File: src/rtl/rdc_pkg.sv
`timescale 1ns/1ps
package rdc_pkg;
  typedef enum logic [2:0] {
    OP_POS = 3'd0, OP_VEL = 3'd1, OP_WR = 3'd2, OP_RD = 3'd3, OP_FAULT = 3'd4, OP_INIT = 3'd5
  } op_e;

  localparam logic [1:0] MS_POS = 2'b00;
  localparam logic [1:0] MS_VEL = 2'b01;
  localparam logic [1:0] MS_CFG = 2'b10;

  typedef enum logic [2:0] {U_SLO, U_SHI, U_X1, U_X2, U_CHK, U_END} ukind_e;
  typedef enum logic [1:0] {RK_POS, RK_VEL, RK_REG} rkind_e;

  typedef struct packed {
    ukind_e     kind;
    logic [1:0] mode;
    logic [7:0] tx0;
    logic [7:0] tx1;
    logic       longWait;
  } uop_t;

  typedef struct packed {
    logic       xferGo;
    logic       twoByte;
    logic [7:0] tx0;
    logic [7:0] tx1;
    logic       capRes;
    rkind_e     resKind;
    logic       loadCfg;
    logic [1:0] cfgRes;
    logic       cfgHyst;
  } strobe_t;

  localparam logic [7:0] ADDR_FLAG = 8'h80;
  localparam logic [7:0] REG_CTRL  = 8'h92;
  localparam logic [7:0] REG_FREQ  = 8'h91;
  localparam logic [7:0] REG_RESET = 8'hF0;
  localparam logic [7:0] REG_FLT   = 8'hFF;
  localparam logic [7:0] RD_FILL   = 8'hFF;
  localparam logic [7:0] CTRL_BASE = 8'h7C;
endpackage

File: src/rtl/rdc_ctrl.sv
`timescale 1ns/1ps
module rdc_ctrl import rdc_pkg::*; #(
  parameter int PRE_CYC  = 151,
  parameter int POST_CYC = 53
) (
  input  logic       clk,
  input  logic       rstN,
  input  logic       cmdValid,
  input  logic [2:0] cmdOp,
  input  logic [7:0] cmdAddr,
  input  logic [7:0] cmdData,
  input  logic [1:0] resCode,
  input  logic [7:0] freqWord,
  input  logic       xferDone,
  input  logic [7:0] rxLow,
  output strobe_t    st,
  output logic       busy,
  output logic       done,
  output logic       initErr,
  output logic [1:0] modeSel,
  output logic       sampleN
);
  localparam int MAX_CYC = (PRE_CYC > POST_CYC) ? PRE_CYC : POST_CYC;
  localparam int CNT_W   = $clog2(MAX_CYC + 1);

  typedef enum logic [2:0] {S_IDLE, S_FETCH, S_WAIT, S_XFER, S_FIN} state_e;

  state_e     state;
  op_e        op;
  logic [3:0] pc;
  logic [CNT_W-1:0] cnt;
  logic [7:0] addrR, dataR, fcwR;
  logic [1:0] resR;
  uop_t       u;
  logic       accept;

  function automatic uop_t decode(op_e o, logic [3:0] p, logic [7:0] a, logic [7:0] d,
                                  logic [1:0] r, logic [7:0] f);
    uop_t x;
    x.kind = U_END; x.mode = MS_CFG; x.tx0 = 8'h00; x.tx1 = 8'h00; x.longWait = 1'b0;
    case (o)
      OP_POS, OP_VEL: case (p)
        4'd0: begin x.kind = U_SLO; x.longWait = 1'b1; end
        4'd1: begin x.kind = U_X2; x.mode = (o == OP_VEL) ? MS_VEL : MS_POS; end
        4'd2: x.kind = U_SHI;
        default: ;
      endcase
      OP_WR: case (p)
        4'd0: begin x.kind = U_X1; x.tx0 = a | ADDR_FLAG; end
        4'd1: begin x.kind = U_X1; x.tx0 = d & ~ADDR_FLAG; end
        default: ;
      endcase
      OP_RD: if (p == 4'd0) begin x.kind = U_X2; x.tx0 = a | ADDR_FLAG; x.tx1 = RD_FILL; end
      OP_FAULT: case (p)
        4'd0, 4'd3: x.kind = U_SLO;
        4'd1, 4'd4: x.kind = U_SHI;
        4'd2: begin x.kind = U_X2; x.tx0 = REG_FLT; x.tx1 = RD_FILL; end
        default: ;
      endcase
      OP_INIT: case (p)
        4'd0: begin x.kind = U_X1; x.tx0 = REG_CTRL; end
        4'd1: begin x.kind = U_X1; x.tx0 = CTRL_BASE | {6'b0, r}; end
        4'd2: begin x.kind = U_X2; x.tx0 = REG_CTRL; x.tx1 = RD_FILL; end
        4'd3: x.kind = U_CHK;
        4'd4: begin x.kind = U_X1; x.tx0 = REG_FREQ; end
        4'd5: begin x.kind = U_X1; x.tx0 = f & ~ADDR_FLAG; end
        4'd6: begin x.kind = U_X1; x.tx0 = REG_RESET; end
        4'd7: begin x.kind = U_X1; x.tx0 = 8'h00; end
        default: ;
      endcase
      default: ;
    endcase
    return x;
  endfunction

  always_comb u = decode(op, pc, addrR, dataR, resR, fcwR);
  assign accept = (state == S_IDLE) && cmdValid && (cmdOp <= 3'd5);

  always_comb begin
    st         = '0;
    st.xferGo  = (state == S_FETCH) && (u.kind == U_X1 || u.kind == U_X2);
    st.twoByte = (u.kind == U_X2);
    st.tx0     = u.tx0;
    st.tx1     = u.tx1;
    st.capRes  = (state == S_FIN) && (op != OP_WR) && (op != OP_INIT);
    st.resKind = (op == OP_POS) ? RK_POS : (op == OP_VEL) ? RK_VEL : RK_REG;
    st.loadCfg = (accept && cmdOp == 3'd5) ||
                 ((state == S_FIN) && op == OP_WR && (addrR | ADDR_FLAG) == REG_CTRL);
    st.cfgRes  = accept ? resCode : dataR[1:0];
    st.cfgHyst = accept ? CTRL_BASE[4] : dataR[4];
  end

  always_ff @(posedge clk) begin
    if (!rstN) begin
      state <= S_IDLE; op <= OP_POS; pc <= '0; cnt <= '0;
      addrR <= '0; dataR <= '0; fcwR <= '0; resR <= '0;
      busy <= 1'b0; done <= 1'b0; initErr <= 1'b0;
      modeSel <= MS_CFG; sampleN <= 1'b1;
    end else begin
      done <= 1'b0;
      case (state)
        S_IDLE: if (accept) begin
          op <= op_e'(cmdOp); addrR <= cmdAddr; dataR <= cmdData;
          resR <= resCode; fcwR <= freqWord; pc <= '0;
          busy <= 1'b1; state <= S_FETCH;
          if (cmdOp == 3'd5) initErr <= 1'b0;
        end
        S_FETCH: case (u.kind)
          U_SLO: begin
            sampleN <= 1'b0; pc <= pc + 4'd1; state <= S_WAIT;
            cnt <= u.longWait ? CNT_W'(PRE_CYC) : CNT_W'(POST_CYC);
          end
          U_SHI: begin
            sampleN <= 1'b1; pc <= pc + 4'd1; state <= S_WAIT; cnt <= CNT_W'(POST_CYC);
          end
          U_X1, U_X2: begin
            modeSel <= u.mode; pc <= pc + 4'd1; state <= S_XFER;
          end
          U_CHK: if (rxLow[7]) begin
            initErr <= 1'b1; state <= S_FIN;
          end else pc <= pc + 4'd1;
          default: state <= S_FIN;
        endcase
        S_WAIT: if (cnt <= CNT_W'(1)) state <= S_FETCH; else cnt <= cnt - CNT_W'(1);
        S_XFER: if (xferDone) state <= S_FETCH;
        S_FIN: begin done <= 1'b1; busy <= 1'b0; state <= S_IDLE; end
        default: state <= S_IDLE;
      endcase
    end
  end
endmodule

File: src/rtl/rdc_datapath.sv
`timescale 1ns/1ps
module rdc_datapath import rdc_pkg::*; #(
  parameter int SCLK_HALF = 2,
  parameter int WORD_W    = 16
) (
  input  logic              clk,
  input  logic              rstN,
  input  strobe_t           st,
  input  logic              miso,
  output logic              sclk,
  output logic              csN,
  output logic              mosi,
  output logic              xferDone,
  output logic [7:0]        rxLow,
  output logic [WORD_W-1:0] result,
  output logic [1:0]        resSel
);
  localparam int DIV_W = (SCLK_HALF > 2) ? $clog2(SCLK_HALF) : 1;
  localparam int BIT_W = $clog2(WORD_W + 1);

  logic              active, hystR;
  logic [DIV_W-1:0]  divCnt;
  logic [BIT_W-1:0]  bitCnt, nBits;
  logic [WORD_W-1:0] txSh, rxSh, rxWord, posVal, velVal;
  logic [3:0]        shAmt;
  logic              tick;

  assign tick  = (divCnt == DIV_W'(SCLK_HALF - 1));
  assign rxLow = rxWord[7:0];
  assign shAmt = 4'd6 - {1'b0, resSel, 1'b0};

  always_comb begin
    posVal = hystR ? (rxWord >> shAmt) : rxWord;
    velVal = WORD_W'($signed(rxWord) >>> shAmt);
  end

  always_ff @(posedge clk) begin
    if (!rstN) begin
      active <= 1'b0; sclk <= 1'b1; csN <= 1'b1; mosi <= 1'b0; xferDone <= 1'b0;
      divCnt <= '0; bitCnt <= '0; nBits <= '0; txSh <= '0; rxSh <= '0; rxWord <= '0;
      result <= '0; resSel <= 2'd1; hystR <= 1'b1;
    end else begin
      xferDone <= 1'b0;
      if (st.xferGo) begin
        active <= 1'b1; csN <= 1'b0; divCnt <= '0; bitCnt <= '0;
        nBits  <= st.twoByte ? BIT_W'(16) : BIT_W'(8);
        txSh   <= {st.tx0, st.tx1};
      end else if (active) begin
        divCnt <= tick ? '0 : divCnt + DIV_W'(1);
        if (tick) begin
          if (bitCnt == nBits) begin
            active <= 1'b0; csN <= 1'b1; xferDone <= 1'b1; rxWord <= rxSh;
          end else if (sclk) begin
            sclk <= 1'b0; mosi <= txSh[WORD_W-1];
          end else begin
            sclk   <= 1'b1;
            rxSh   <= {rxSh[WORD_W-2:0], miso};
            txSh   <= {txSh[WORD_W-2:0], 1'b0};
            bitCnt <= bitCnt + BIT_W'(1);
          end
        end
      end
      if (st.capRes) begin
        case (st.resKind)
          RK_POS:  result <= posVal;
          RK_VEL:  result <= velVal;
          default: result <= {{(WORD_W-8){1'b0}}, rxWord[7:0]};
        endcase
      end
      if (st.loadCfg) begin
        resSel <= st.cfgRes; hystR <= st.cfgHyst;
      end
    end
  end
endmodule

File: src/rtl/rdc_host.sv
`timescale 1ns/1ps
module rdc_host import rdc_pkg::*; #(
  parameter int SYS_CLK_PS  = 5000,
  parameter int CONV_CLK_PS = 122070,
  parameter int SCLK_HALF   = 2
) (
  input  logic        clk,
  input  logic        rstN,
  input  logic        cmdValid,
  input  logic [2:0]  cmdOp,
  input  logic [7:0]  cmdAddr,
  input  logic [7:0]  cmdData,
  input  logic [1:0]  resCode,
  input  logic [7:0]  freqWord,
  output logic        busy,
  output logic        done,
  output logic [15:0] result,
  output logic        initErr,
  output logic [1:0]  modeSel,
  output logic        sampleN,
  output logic [1:0]  resSel,
  output logic        sclk,
  output logic        csN,
  output logic        mosi,
  input  logic        miso
);
  localparam int PRE_CYC  = (6 * CONV_CLK_PS + 20000 + SYS_CLK_PS - 1) / SYS_CLK_PS;
  localparam int POST_CYC = (2 * CONV_CLK_PS + 20000 + SYS_CLK_PS - 1) / SYS_CLK_PS;

  strobe_t    st;
  logic       xferDone;
  logic [7:0] rxLow;

  rdc_ctrl #(.PRE_CYC(PRE_CYC), .POST_CYC(POST_CYC)) u_ctrl (
    .clk(clk), .rstN(rstN), .cmdValid(cmdValid), .cmdOp(cmdOp), .cmdAddr(cmdAddr),
    .cmdData(cmdData), .resCode(resCode), .freqWord(freqWord), .xferDone(xferDone),
    .rxLow(rxLow), .st(st), .busy(busy), .done(done), .initErr(initErr),
    .modeSel(modeSel), .sampleN(sampleN)
  );

  rdc_datapath #(.SCLK_HALF(SCLK_HALF), .WORD_W(16)) u_dp (
    .clk(clk), .rstN(rstN), .st(st), .miso(miso), .sclk(sclk), .csN(csN), .mosi(mosi),
    .xferDone(xferDone), .rxLow(rxLow), .result(result), .resSel(resSel)
  );
endmodule

File: config.mk
export PLATFORM = sky130hd
export DESIGN_NAME = rdc_host
export DESIGN_NICKNAME = d
export VERILOG_FILES = /design/src/rtl/rdc_pkg.sv /design/src/rtl/rdc_ctrl.sv /design/src/rtl/rdc_datapath.sv /design/src/rtl/rdc_host.sv
export SDC_FILE = /design/constraint.sdc
export NUM_CORES = 1
export LEC_CHECK = 0
export ABC_AREA = 1
export BUFFER_PORTS_ARGS = -buffer_cell sky130_fd_sc_hd__buf_2
export CORE_AREA = 2 2 102 123
export CTS_BUF_LIST = sky130_fd_sc_hd__clkbuf_8
export DETAILED_ROUTE_END_ITERATION = 10
export DIE_AREA = 0 0 104 125
export PLACE_DENSITY = 0.73
export SYNTH_ARGS = -nofsm -noshare
export SYNTH_HDL_FRONTEND = slang
export SYNTH_SLANG_ARGS = --single-unit
File: constraint.sdc
create_clock -name clk -period 2.8 [get_ports clk]
set_input_delay 0.28 -clock clk [delete_from_list [all_inputs] [get_ports clk]]
set_output_delay 0.28 -clock clk [all_outputs]
set_load 0.005 [all_outputs]
==> impl_metrics.py, run 1 <==
metrics = {
    "layout": {
        "layout_common_cells": "nand2_1 (240), dfxtp_1 (127), inv_1 (89)",
        "antenna_cells": 0,
        "layout_commonest_cell": "nand2_1",
        "area_growth_pct": 13.1,
        "final_cells": 1131,
        "fillers": 1195,
        "drive_gt1_share_pct": 14.8,
        "final_nets": 1001,
    },
    "sta": {
        "timing.final.crit_share_pct": 88.5,
        "max_freq_mhz": 404,
        "hold_viol": 0,
        "worst_pin_slew_ps": 771,
        "slew_viol_final": 0,
        "setup_violations": 0,
        "layout_min_cycle_time_ps": 2480,
        "skew_ps": 10.5,
        "rsz0062_at_grt": "no",
        "setup-tns-final_ps": 0,
        "relSlewSlack_pct": 48.5,
    },
    "power": {
        "p_sw_uw": 2100,
        "powerDensity_nw_per_um2": 796,
        "p_int_uw": 3610,
        "p_leak_uw": 0.00309,
        "power_frac_comb_pct": 32.0,
        "sw_frac_of_total_pct": 36.7,
        "seqPwrFrac_pct": 37.3,
        "p_clk_share_pct": 30.7,
        "peakVddDrop_uv": 460,
    },
    "clock_network": {
        "cts_root_buffer": "clkbuf_8",
        "cts_max_path_buffers": 2,
        "clkLatencyLatePin_ps": 440,
        "clock_sink_count": 127,
        "htree_levels": 4,
        "cts_hold_buf": 0,
        "cts_setup_buffers": 0,
        "cts_resized": 0,
        "cts_tree": "built",
        "clk_pin_slew_worst_paths_ps": 80,
        "cts_buffers": 17,
    },
    "floorplan": {
        "start_util_pct": 53.3,
        "fp.dieH_um": 125,
        "fp.dieW_um": 104,
        "num_rows": 44,
        "io_pins": 60,
        "core-area_um2": 11900,
        "die_area_um2": 13000,
    },
    "setup_path": {
        "crit_type": "flop to flop",
        "start_kind": "flop",
        "end_kind": "flop",
        "worstPathRequired_ps": 3180,
        "crit_path_max_fanout": 16,
        "cp.arrival_ps": 2860,
    },
    "hold_path": {
        "hold_path.class": "input port to flop",
    },
    "route": {
        "routed_wl_mm": 15.2,
        "drt_iter0_markers": 420,
        "ant_nets": 0,
        "vias_per_cell": 5.36,
        "firstDrtPassIters": 5,
        "num_vias": 6067,
        "drt-wirelength-per-cell_um": 13.4,
        "drc": 0,
    },
    "synthesis": {
        "synth_area_leaders": "dfxtp_1 (40%), nand2_1 (14%), a21oi_1 (6.9%)",
        "synth_ff_type": "dfxtp_1",
        "synthCells": 908,
        "ys_ff_latch": 127,
        "yosysWarnings": 0,
        "yosys.area.top_type": "dfxtp_1",
        "synth-edff-count": 0,
        "postSynth.asyncResetShare_pct": 0,
        "synth_area_per_cell_um2": 6.98,
        "ys_types": 46,
        "seq_area_frac_synth_pct": 40.1,
        "syn_area_um2": 6340,
        "syn_nets": 952,
        "synth_top_area_share_pct": 40.1,
    },
    "global_routing": {
        "grt_pass1_vias": 5503,
        "grt_max_degree": 47,
        "grt_first_pass_wirelength_mm": 25.5,
        "antenna_found_initial": 0,
        "grt_usage_pct": 23.8,
        "overflow": 0,
    },
    "placed_design": {
        "place_inst": 1099,
        "portBuffers": 56,
        "gp_congestion": 0.965,
        "dpl.hpwl_mm": 10.9,
    },
    "flow_run": {
        "cap_violations": 0,
    },
    "run_status": {
        "outcome": "completed",
    },
}
## worst max-delay path, stage by stage (launching register included)
cell and delay (ps):
dfxtp_1 380, inv_1 110, ha_1 280, o21ai_2 220, nand4_1 180, nand2_1 100, nand2_1 100, nand3_4 150
nor2_4 110, nor2_2 440, nand2_1 120, nand3_1 100, nand2_1 60, inv_1 60
## power groups by stage
| stage | clock [uW] | combinational [uW] | sequential, uW |
|---|---|---|---|
| floorplan | 0 | 1420 | 2130 |
| global placement | 0 | 1810 | 2160 |
| detailed placement | 0 | 1820 | 2160 |
| CTS | 1780 | 1830 | 2120 |
| global route | 1850 | 2080 | 2150 |
| finish | 1750 | 1830 | 2130 |
## registers in the layout, summed over array words and instances, names as in the netlist, 2 cells and up
signal          cells
u_dp.result        16
u_dp.rxSh          16
u_dp.rxWord        16
u_dp.txSh          16
u_ctrl.cnt          8
u_ctrl.addrR        7
u_ctrl.dataR        7
u_ctrl.fcwR         7
u_dp.bitCnt         5
u_ctrl.pc           4
u_ctrl.op           3
u_ctrl.state        3
u_ctrl.modeSel      2
u_ctrl.resR         2
u_dp.nBits          2
u_dp.resSel         2
## Yosys cell counts, types with 2 or more instances
| library cell | instances |
|---|---|
| inv_2 | 7 |
| o21a_1 | 2 |
| o2111ai_1 | 4 |
| xnor2_1 | 3 |
| a211oi_1 | 3 |
| o21ai_2 | 12 |
| nand3_1 | 58 |
| buf_6 | 4 |
| nor2_2 | 4 |
| ha_1 | 11 |
| inv_1 | 87 |
| a31oi_1 | 3 |
| or2_2 | 2 |
| buf_2 | 5 |
| buf_1 | 3 |
| xor2_1 | 4 |
| o21ai_1 | 2 |
| o21bai_1 | 2 |
| nand4_1 | 24 |
| nand3_4 | 2 |
| clkbuf_1 | 22 |
| nand2_1 | 240 |
| dfxtp_1 | 127 |
| a21oi_1 | 88 |
| nor4_1 | 3 |
| o221ai_1 | 3 |
| o221a_2 | 4 |
| clkinv_1 | 3 |
| nor2_4 | 3 |
| buf_4 | 3 |
| nor2_1 | 67 |
| nor3_1 | 11 |
| o21ai_0 | 71 |
| nand2_2 | 4 |
| o22ai_1 | 4 |
| nand2_4 | 2 |
| o211ai_1 | 2 |
## path summary, 6_finish.rpt
check / startpoint / endpoint / slack (ps) / cells past startpoint
max: u_ctrl.pc[0] / u_dp.txSh[8] / 320 / 13
min: freqWord[6] / u_ctrl.fcwR[6] / 80 / 3
min reg2reg: u_ctrl.dataR[2] / u_ctrl.dataR[2] / 460 / 2
max reg2reg: u_ctrl.pc[0] / u_dp.txSh[8] / 320 / 13
## cell families after synthesis
logic type / share of synthesized area, %
AOI/OAI and AO/OA: 18.4
xor gates and xnor gates: 0.967
adders and majority gates: 2.17
buffers and inverters: 8.82
DFF: 40.1
and+or+nand+nor: 29.6
## cell type report
type	instances	area, um2	area share [%]
Timing Repair Buffer	67	375	5.23
Clock inverter	12	165	2.30
Tap cell	161	201	2.81
Multi-Input combinational cell	646	3240	45.2
Sequential cell	127	2540	35.4
Inverter	98	373	5.20
Clock buffer	20	275	3.84
## stage by stage
stage / hold slack [ps] / worst slack (ps) / total power [uW] / utilization (%) / area [um2]
after detailed placement: 449 / 372 / 3980 / 56.6 / 6730
after CTS: 61.0 / 320 / 5730 / 60.3 / 7170
after floorplan: 415 / 794 / 3550 / - / 6340
after global placement: 449 / 406 / 3970 / 56.6 / 6730
final: 84.3 / 323 / 5710 / 60.3 / 7170
after global routing: 91.6 / 53.5 / 6080 / 60.3 / 7170
## routing by layer
metal	GRT usage (%)	wire length, um	up-vias
li1	-	-	3092
met1	28.6	6760	2783
met2	41.6	7480	151
met3	4.69	515	41
met4	10.0	408	0
met5	0	0	-
No activity file was read; power rests on OpenSTA's default activity.
==> run 2: changes to the inputs <==
--- a/config.mk
+++ b/config.mk
@@ -5,13 +5,12 @@
 export SDC_FILE = /design/constraint.sdc
 export NUM_CORES = 1
 export LEC_CHECK = 0
-export ABC_AREA = 1
 export BUFFER_PORTS_ARGS = -buffer_cell sky130_fd_sc_hd__buf_2
-export CORE_AREA = 2 2 102 123
+export CORE_AREA = 2 2 100 122
 export CTS_BUF_LIST = sky130_fd_sc_hd__clkbuf_8
 export DETAILED_ROUTE_END_ITERATION = 10
-export DIE_AREA = 0 0 104 125
-export PLACE_DENSITY = 0.73
+export DIE_AREA = 0 0 102 124
+export PLACE_DENSITY = 0.74
 export SYNTH_ARGS = -nofsm -noshare
 export SYNTH_HDL_FRONTEND = slang
 export SYNTH_SLANG_ARGS = --single-unit
==> run 2 against run 1 <==
Synthesized cell count decreased by 17%. Synthesized area down 2.5%. Cell count decreased by 13%. Clock skew up 0.97 ps. Largest cell class unchanged. Highest routed layer unchanged.
==> impl_metrics.py, run 2 <==
metrics = {
    "floorplan": {
        "die_area_um2": 12600,
        "fp.dieW_um": 102,
        "fp.dieH_um": 124,
        "io_pins": 60,
        "core-area_um2": 11400,
        "num_rows": 43,
        "start_util_pct": 54.2,
    },
    "synthesis": {
        "netlist_top_cells_count": "dfxtp_1 (127), nand2_1 (124), a21oi_1 (56), nor2_1 (56), o21ai_0 (56)",
        "synth.most_common_cell": "dfxtp_1",
        "yosys.area.top_type": "dfxtp_1",
        "synth_area_leaders": "dfxtp_1 (41%), nand2_1 (7.5%), a21oi_1 (4.5%)",
        "postSynth.asyncResetShare_pct": 0,
        "synthCells": 755,
        "synth-edff-count": 0,
        "synth_top_area_share_pct": 41.1,
        "syn_nets": 799,
        "syn_area_um2": 6190,
        "seq_area_frac_synth_pct": 41.1,
        "yosysWarnings": 0,
        "synth_ff_type": "dfxtp_1",
        "ys_types": 69,
        "synth_area_per_cell_um2": 8.19,
        "ys_ff_latch": 127,
    },
    "sta": {
        "fin_ws_ps": 125,
        "setup_violations": 0,
        "slew_viol_final": 0,
        "max_freq_mhz": 374,
        "rsz0062_at_grt": "no",
        "setup-tns-final_ps": 0,
        "layout_min_cycle_time_ps": 2680,
        "relSlewSlack_pct": 61.1,
        "hold_viol": 0,
        "timing.final.crit_share_pct": 95.5,
        "skew_ps": 11.4,
        "worst_pin_slew_ps": 575,
    },
    "power": {
        "powerDensity_nw_per_um2": 757,
        "peakVddDrop_uv": 697,
        "sw_frac_of_total_pct": 33.5,
        "p_total_uw": 5460,
        "power_frac_comb_pct": 29.6,
        "p_sw_uw": 1830,
        "p_int_uw": 3630,
        "seqPwrFrac_pct": 39.0,
        "p_leak_uw": 0.00282,
        "p_clk_share_pct": 31.4,
    },
    "global_routing": {
        "grt_max_degree": 58,
        "antenna_found_initial": 0,
        "overflow": 0,
        "grt_usage_pct": 25.4,
        "grt_first_pass_wirelength_mm": 25.3,
        "grt_pass1_vias": 5415,
    },
    "setup_path": {
        "cp.arrival_ps": 3030,
        "cp_cell_sequence": "inv_1 > ha_4 > or3b_1 > a2bb2oi_1 > a31o_2 > or4_4 > nand2_4 > nor2_2 > buf_4 > a22o_1",
        "critPathMaxStageDelay_ps": 460,
        "path_delay_family": "simple AND/OR/NAND/NOR gates",
        "cp_num_cells": 10,
        "crit_slowest_cell": "or4_4",
        "crit_type": "flop to flop",
        "end_kind": "flop",
        "r2r.worst_path.cells": 10,
        "start_kind": "flop",
        "crit_path_max_fanout": 17,
        "crit_buf_inv": 2,
        "worstPathRequired_ps": 3150,
    },
    "route": {
        "routed_wl_mm": 15.3,
        "drt-wirelength-per-cell_um": 15.5,
        "firstDrtPassIters": 5,
        "ant_nets": 0,
        "vias_per_cell": 5.77,
        "drt_iter0_markers": 422,
        "drc": 0,
        "num_vias": 5692,
    },
    "layout": {
        "drive_gt1_share_pct": 18.9,
        "area_growth_pct": 16.6,
        "layout_common_cells": "dfxtp_1 (127), nand2_1 (124), o21ai_0 (56), buf_2 (56)",
        "layout_commonest_cell": "dfxtp_1",
        "antenna_cells": 0,
        "fillers": 1032,
        "final_nets": 862,
        "stdcell_area_um2": 7210,
    },
    "hold_path": {
        "hold_depth": 3,
        "hold_path.class": "input port to flop",
    },
    "clock_network": {
        "htree_levels": 4,
        "cts_root_buffer": "clkbuf_8",
        "cts_setup_buffers": 0,
        "clkLatencyLatePin_ps": 460,
        "cts_buffers": 17,
        "clock_sink_count": 127,
        "cts_tree": "built",
        "clk_pin_slew_worst_paths_ps": 70,
        "cts_max_path_buffers": 2,
    },
    "placed_design": {
        "dpl.hpwl_mm": 11.0,
        "gp_congestion": 0.948,
        "portBuffers": 56,
        "place_ws_ps": 64.4,
        "place_area_um2": 6760,
    },
    "flow_run": {
        "cap_violations": 0,
    },
    "run_status": {
        "outcome": "completed",
    },
}
-- run 2: final cells by class --
cell class / instances / area, um2 / share of cell area (%)
flip-flops and latches: 127 / 2540 / 35.3
well taps: 157 / 196 / 2.72
clock buffers: 19 / 262 / 3.63
clock inverters: 11 / 165 / 2.29
multi-input cells: 564 / 3420 / 47.4
inverters: 15 / 56.3 / 0.781
repair buffers: 93 / 571 / 7.91
-- run 2: power by group through the flow --
stage	registers [uW]	logic, uW	clock network, uW
after floorplan	2120	1120	0
after global placement	2150	1520	0
after detailed placement	2160	1570	0
after CTS	2130	1580	1740
after global routing	2150	1790	1810
final	2130	1620	1710
-- run 2: cell families (layout without fill, tap and decap cells) --
logic type	count (synthesis)	count (layout)	synth area share, %
and+or+nand+nor	304	304	23.7
AOI/OAI and AO/OA	209	209	21.9
DFF	127	127	41.1
buffers and inverters	64	138	4.29
muxes	28	28	5.04
xor gates and xnor gates	12	12	1.70
adders and majority gates	11	11	2.22
-- run 2: metal layers --
| layer | track usage [%] | share of wire [%] |
|---|---|---|
| met5 | 0 | 0 |
| met4 | 11.2 | 2.5 |
| met3 | 6.51 | 5.6 |
| met2 | 41.6 | 48 |
| met1 | 31.5 | 44 |
-- run 2: path summary, 6_finish.rpt --
path                                      start              end  slack (ps)
worst max-delay path               u_ctrl.pc[0]   u_dp.rxWord[2]         120
worst min-delay path                       miso     u_dp.rxSh[0]          40
worst min register to register  u_dp.result[11]  u_dp.result[11]         460
worst max register to register     u_ctrl.pc[0]   u_dp.rxWord[2]         120
-- run 2: repair_timing --
item	in CTS	in global routing
resized for setup	0	7
setup endpoints to repair	0	40
hold buffers	0	0
-- run 2: through the flow --
stage | hold slack, ps | std cells | util (%)
CTS | 30.0 | 986 | 63.0
global placement | 448 | 956 | 59.2
floorplan | 410 | 755 | -
detailed placement | 451 | 956 | 59.2
global route | 56.5 | 986 | 63.2
finish | 42.4 | 986 | 63.2
-- run 2: worst reg2reg max path, stage by stage (launching register included) --
cell and delay, ps:
dfxtp_1 320, inv_1 180, ha_4 220, or3b_1 400, a2bb2oi_1 180, a31o_2 260, or4_4 460, nand2_4 100
nor2_2 30, buf_4 190, a22o_1 260
==> run 3: changes to the inputs <==
==> constraint.sdc (replaced) <==
create_clock -name clk -period 2.8 [get_ports clk]
set_input_delay 0.56 -clock clk [delete_from_list [all_inputs] [get_ports clk]]
set_output_delay 0.56 -clock clk [all_outputs]
set_load 0.005 [all_outputs]
==> run 3 against run 2 <==
Combinational power hardly changed. Critical path depth stayed put. Core utilization is 0.39 points lower. Sequential share of layout area is 0.22 points higher. Clock skew is 2.5 ps lower. First-iteration DRC count is 12% higher. Worst setup slack better by 4.3 ps. Non-clock buffer count is 3 lower.
==> impl_metrics.py, run 3 (synthesis results as in run 2) <==
metrics = {
    "global_routing": {
        "antenna_found_initial": 0,
        "overflow": 0,
        "grt_max_degree": 49,
        "grt_pass1_vias": 5263,
        "grt_usage_pct": 24.9,
        "grt_first_pass_wirelength_mm": 24.8,
    },
    "floorplan": {
        "fp.dieH_um": 124,
        "num_rows": 43,
        "die_area_um2": 12600,
        "core-area_um2": 11400,
        "io_pins": 60,
        "fp.dieW_um": 102,
        "start_util_pct": 54.2,
    },
    "placed_design": {
        "place_inst": 953,
        "dpl.hpwl_mm": 10.8,
        "place_area_um2": 6730,
        "gp_congestion": 0.951,
        "portBuffers": 56,
    },
    "setup_path": {
        "r2r.worst_path.cells": 10,
        "crit_path_max_fanout": 12,
        "worstPathRequired_ps": 3190,
        "start_kind": "flop",
        "cp.arrival_ps": 3060,
        "crit_end": "u_dp.txSh[6]",
        "r2r_slack_ps": 130,
        "crit_start": "u_ctrl.pc[0]",
        "crit_type": "flop to flop",
        "end_kind": "flop",
        "worstReg2RegStart": "u_ctrl.pc[0]",
        "r2r-end": "u_dp.txSh[6]",
    },
    "layout": {
        "final_core_util_pct": 62.8,
        "area_growth_pct": 15.9,
        "antenna_cells": 0,
        "drive_gt1_share_pct": 18.9,
        "final_cells": 984,
        "stdcell_area_um2": 7170,
        "layout_common_cells": "dfxtp_1 (127), nand2_1 (124), o21ai_0 (56), buf_2 (56)",
        "final_nets": 859,
        "layout_commonest_cell": "dfxtp_1",
    },
    "route": {
        "vias_per_cell": 5.76,
        "num_vias": 5668,
        "drt_iter0_markers": 472,
        "routed_wl_mm": 15.1,
        "ant_nets": 0,
        "drc": 0,
        "firstDrtPassIters": 5,
        "drt-wirelength-per-cell_um": 15.4,
    },
    "sta": {
        "max_freq_mhz": 374,
        "worst_pin_slew_ps": 535,
        "layout_min_cycle_time_ps": 2670,
        "timing.final.crit_share_pct": 95.4,
        "skew_ps": 8.93,
        "setup-tns-final_ps": 0,
        "hold_viol": 0,
        "rsz0062_at_grt": "no",
        "setup_violations": 0,
        "slew_viol_final": 0,
        "relSlewSlack_pct": 63.8,
    },
    "clock_network": {
        "cts_setup_buffers": 0,
        "cts_hold_buf": 0,
        "cts_buffers": 17,
        "cts_resized": 0,
        "cts_max_path_buffers": 2,
        "clock_sink_count": 127,
        "clk_pin_slew_worst_paths_ps": 70,
        "htree_levels": 4,
        "cts_tree": "built",
        "cts_root_buffer": "clkbuf_8",
        "clkLatencyLatePin_ps": 450,
    },
    "power": {
        "peakVddDrop_uv": 569,
        "p_leak_uw": 0.00279,
        "powerDensity_nw_per_um2": 742,
    },
    "hold_path": {
        "min_from": "miso",
        "hold_path.class": "input port to flop",
    },
    "run_status": {
        "outcome": "completed",
    },
    "flow_run": {
        "cap_violations": 0,
    },
}
==> run 3: cell types whose count changed in the layout (fill, tap and decap cells not counted), sizes merged <==
cell	previous run	this run
buf	93	90
bufinv	4	2
clkinv	2	6
inv	17	16
==> run 3: how the worst min path moves through the flow <==
stage / endpoint / slack, ps / cells past startpoint
finish: u_dp.rxSh[0] / 320 / 3
global route: u_dp.rxSh[0] / 340 / 3
CTS: u_dp.rxSh[0] / 310 / 3
detailed placement: u_dp.result[11] / 450 / 2
global placement: u_dp.rxSh[15] / 450 / 2
floorplan: u_ctrl.fcwR[2] / 430 / 2
==> run 3: cell type report <==
cell class,instances,area [um2]
Clock buffer,19,262
Clock inverter,12,136
Fill cell,1017,4240
Inverter,15,56.3
Multi-Input combinational cell,564,3420
Sequential cell,127,2540
Tap cell,157,196
Timing Repair Buffer,90,556
==> run 3: metrics by stage <==
stage | hold slack [ps] | setup WS (ps) | total power (uW)
final | 323 | 129 | 5320
after global routing | 336 | 2.47 | 5620
after CTS | 311 | 57.4 | 5290
after detailed placement | 450 | 68.4 | 3720
after global placement | 447 | 147 | 3650
after floorplan | 433 | 211 | 3230
==> run 3: power breakdown <==
part / switching, uW / leakage [uW] / internal, uW
logic: 962 / 0.00157 / 649
registers: 156 / 0.00103 / 1970
clock network: 743 / 0.000194 / 836
total: 1860 / 0.00279 / 3460
==> run 3: worst max-delay path: stages (launching register included) <==
cell      delay (ps)
dfxtp_1          370
inv_1            160
ha_2             300
nor4_2            90
a211oi_1         290
o22ai_2          180
or4_4            590
buf_4            210
nor2_1           140
buf_4            170
o21a_1           130
==> run 3: metal layers <==
layer / part of all wire (%) / global-route usage [%] / up-vias
li1: - / - / 2798
met1: 45 / 31.8 / 2672
met2: 48 / 40.5 / 169
met3: 4.2 / 5.05 / 29
met4: 2.5 / 11.5 / 0
met5: 0 / 0 / -
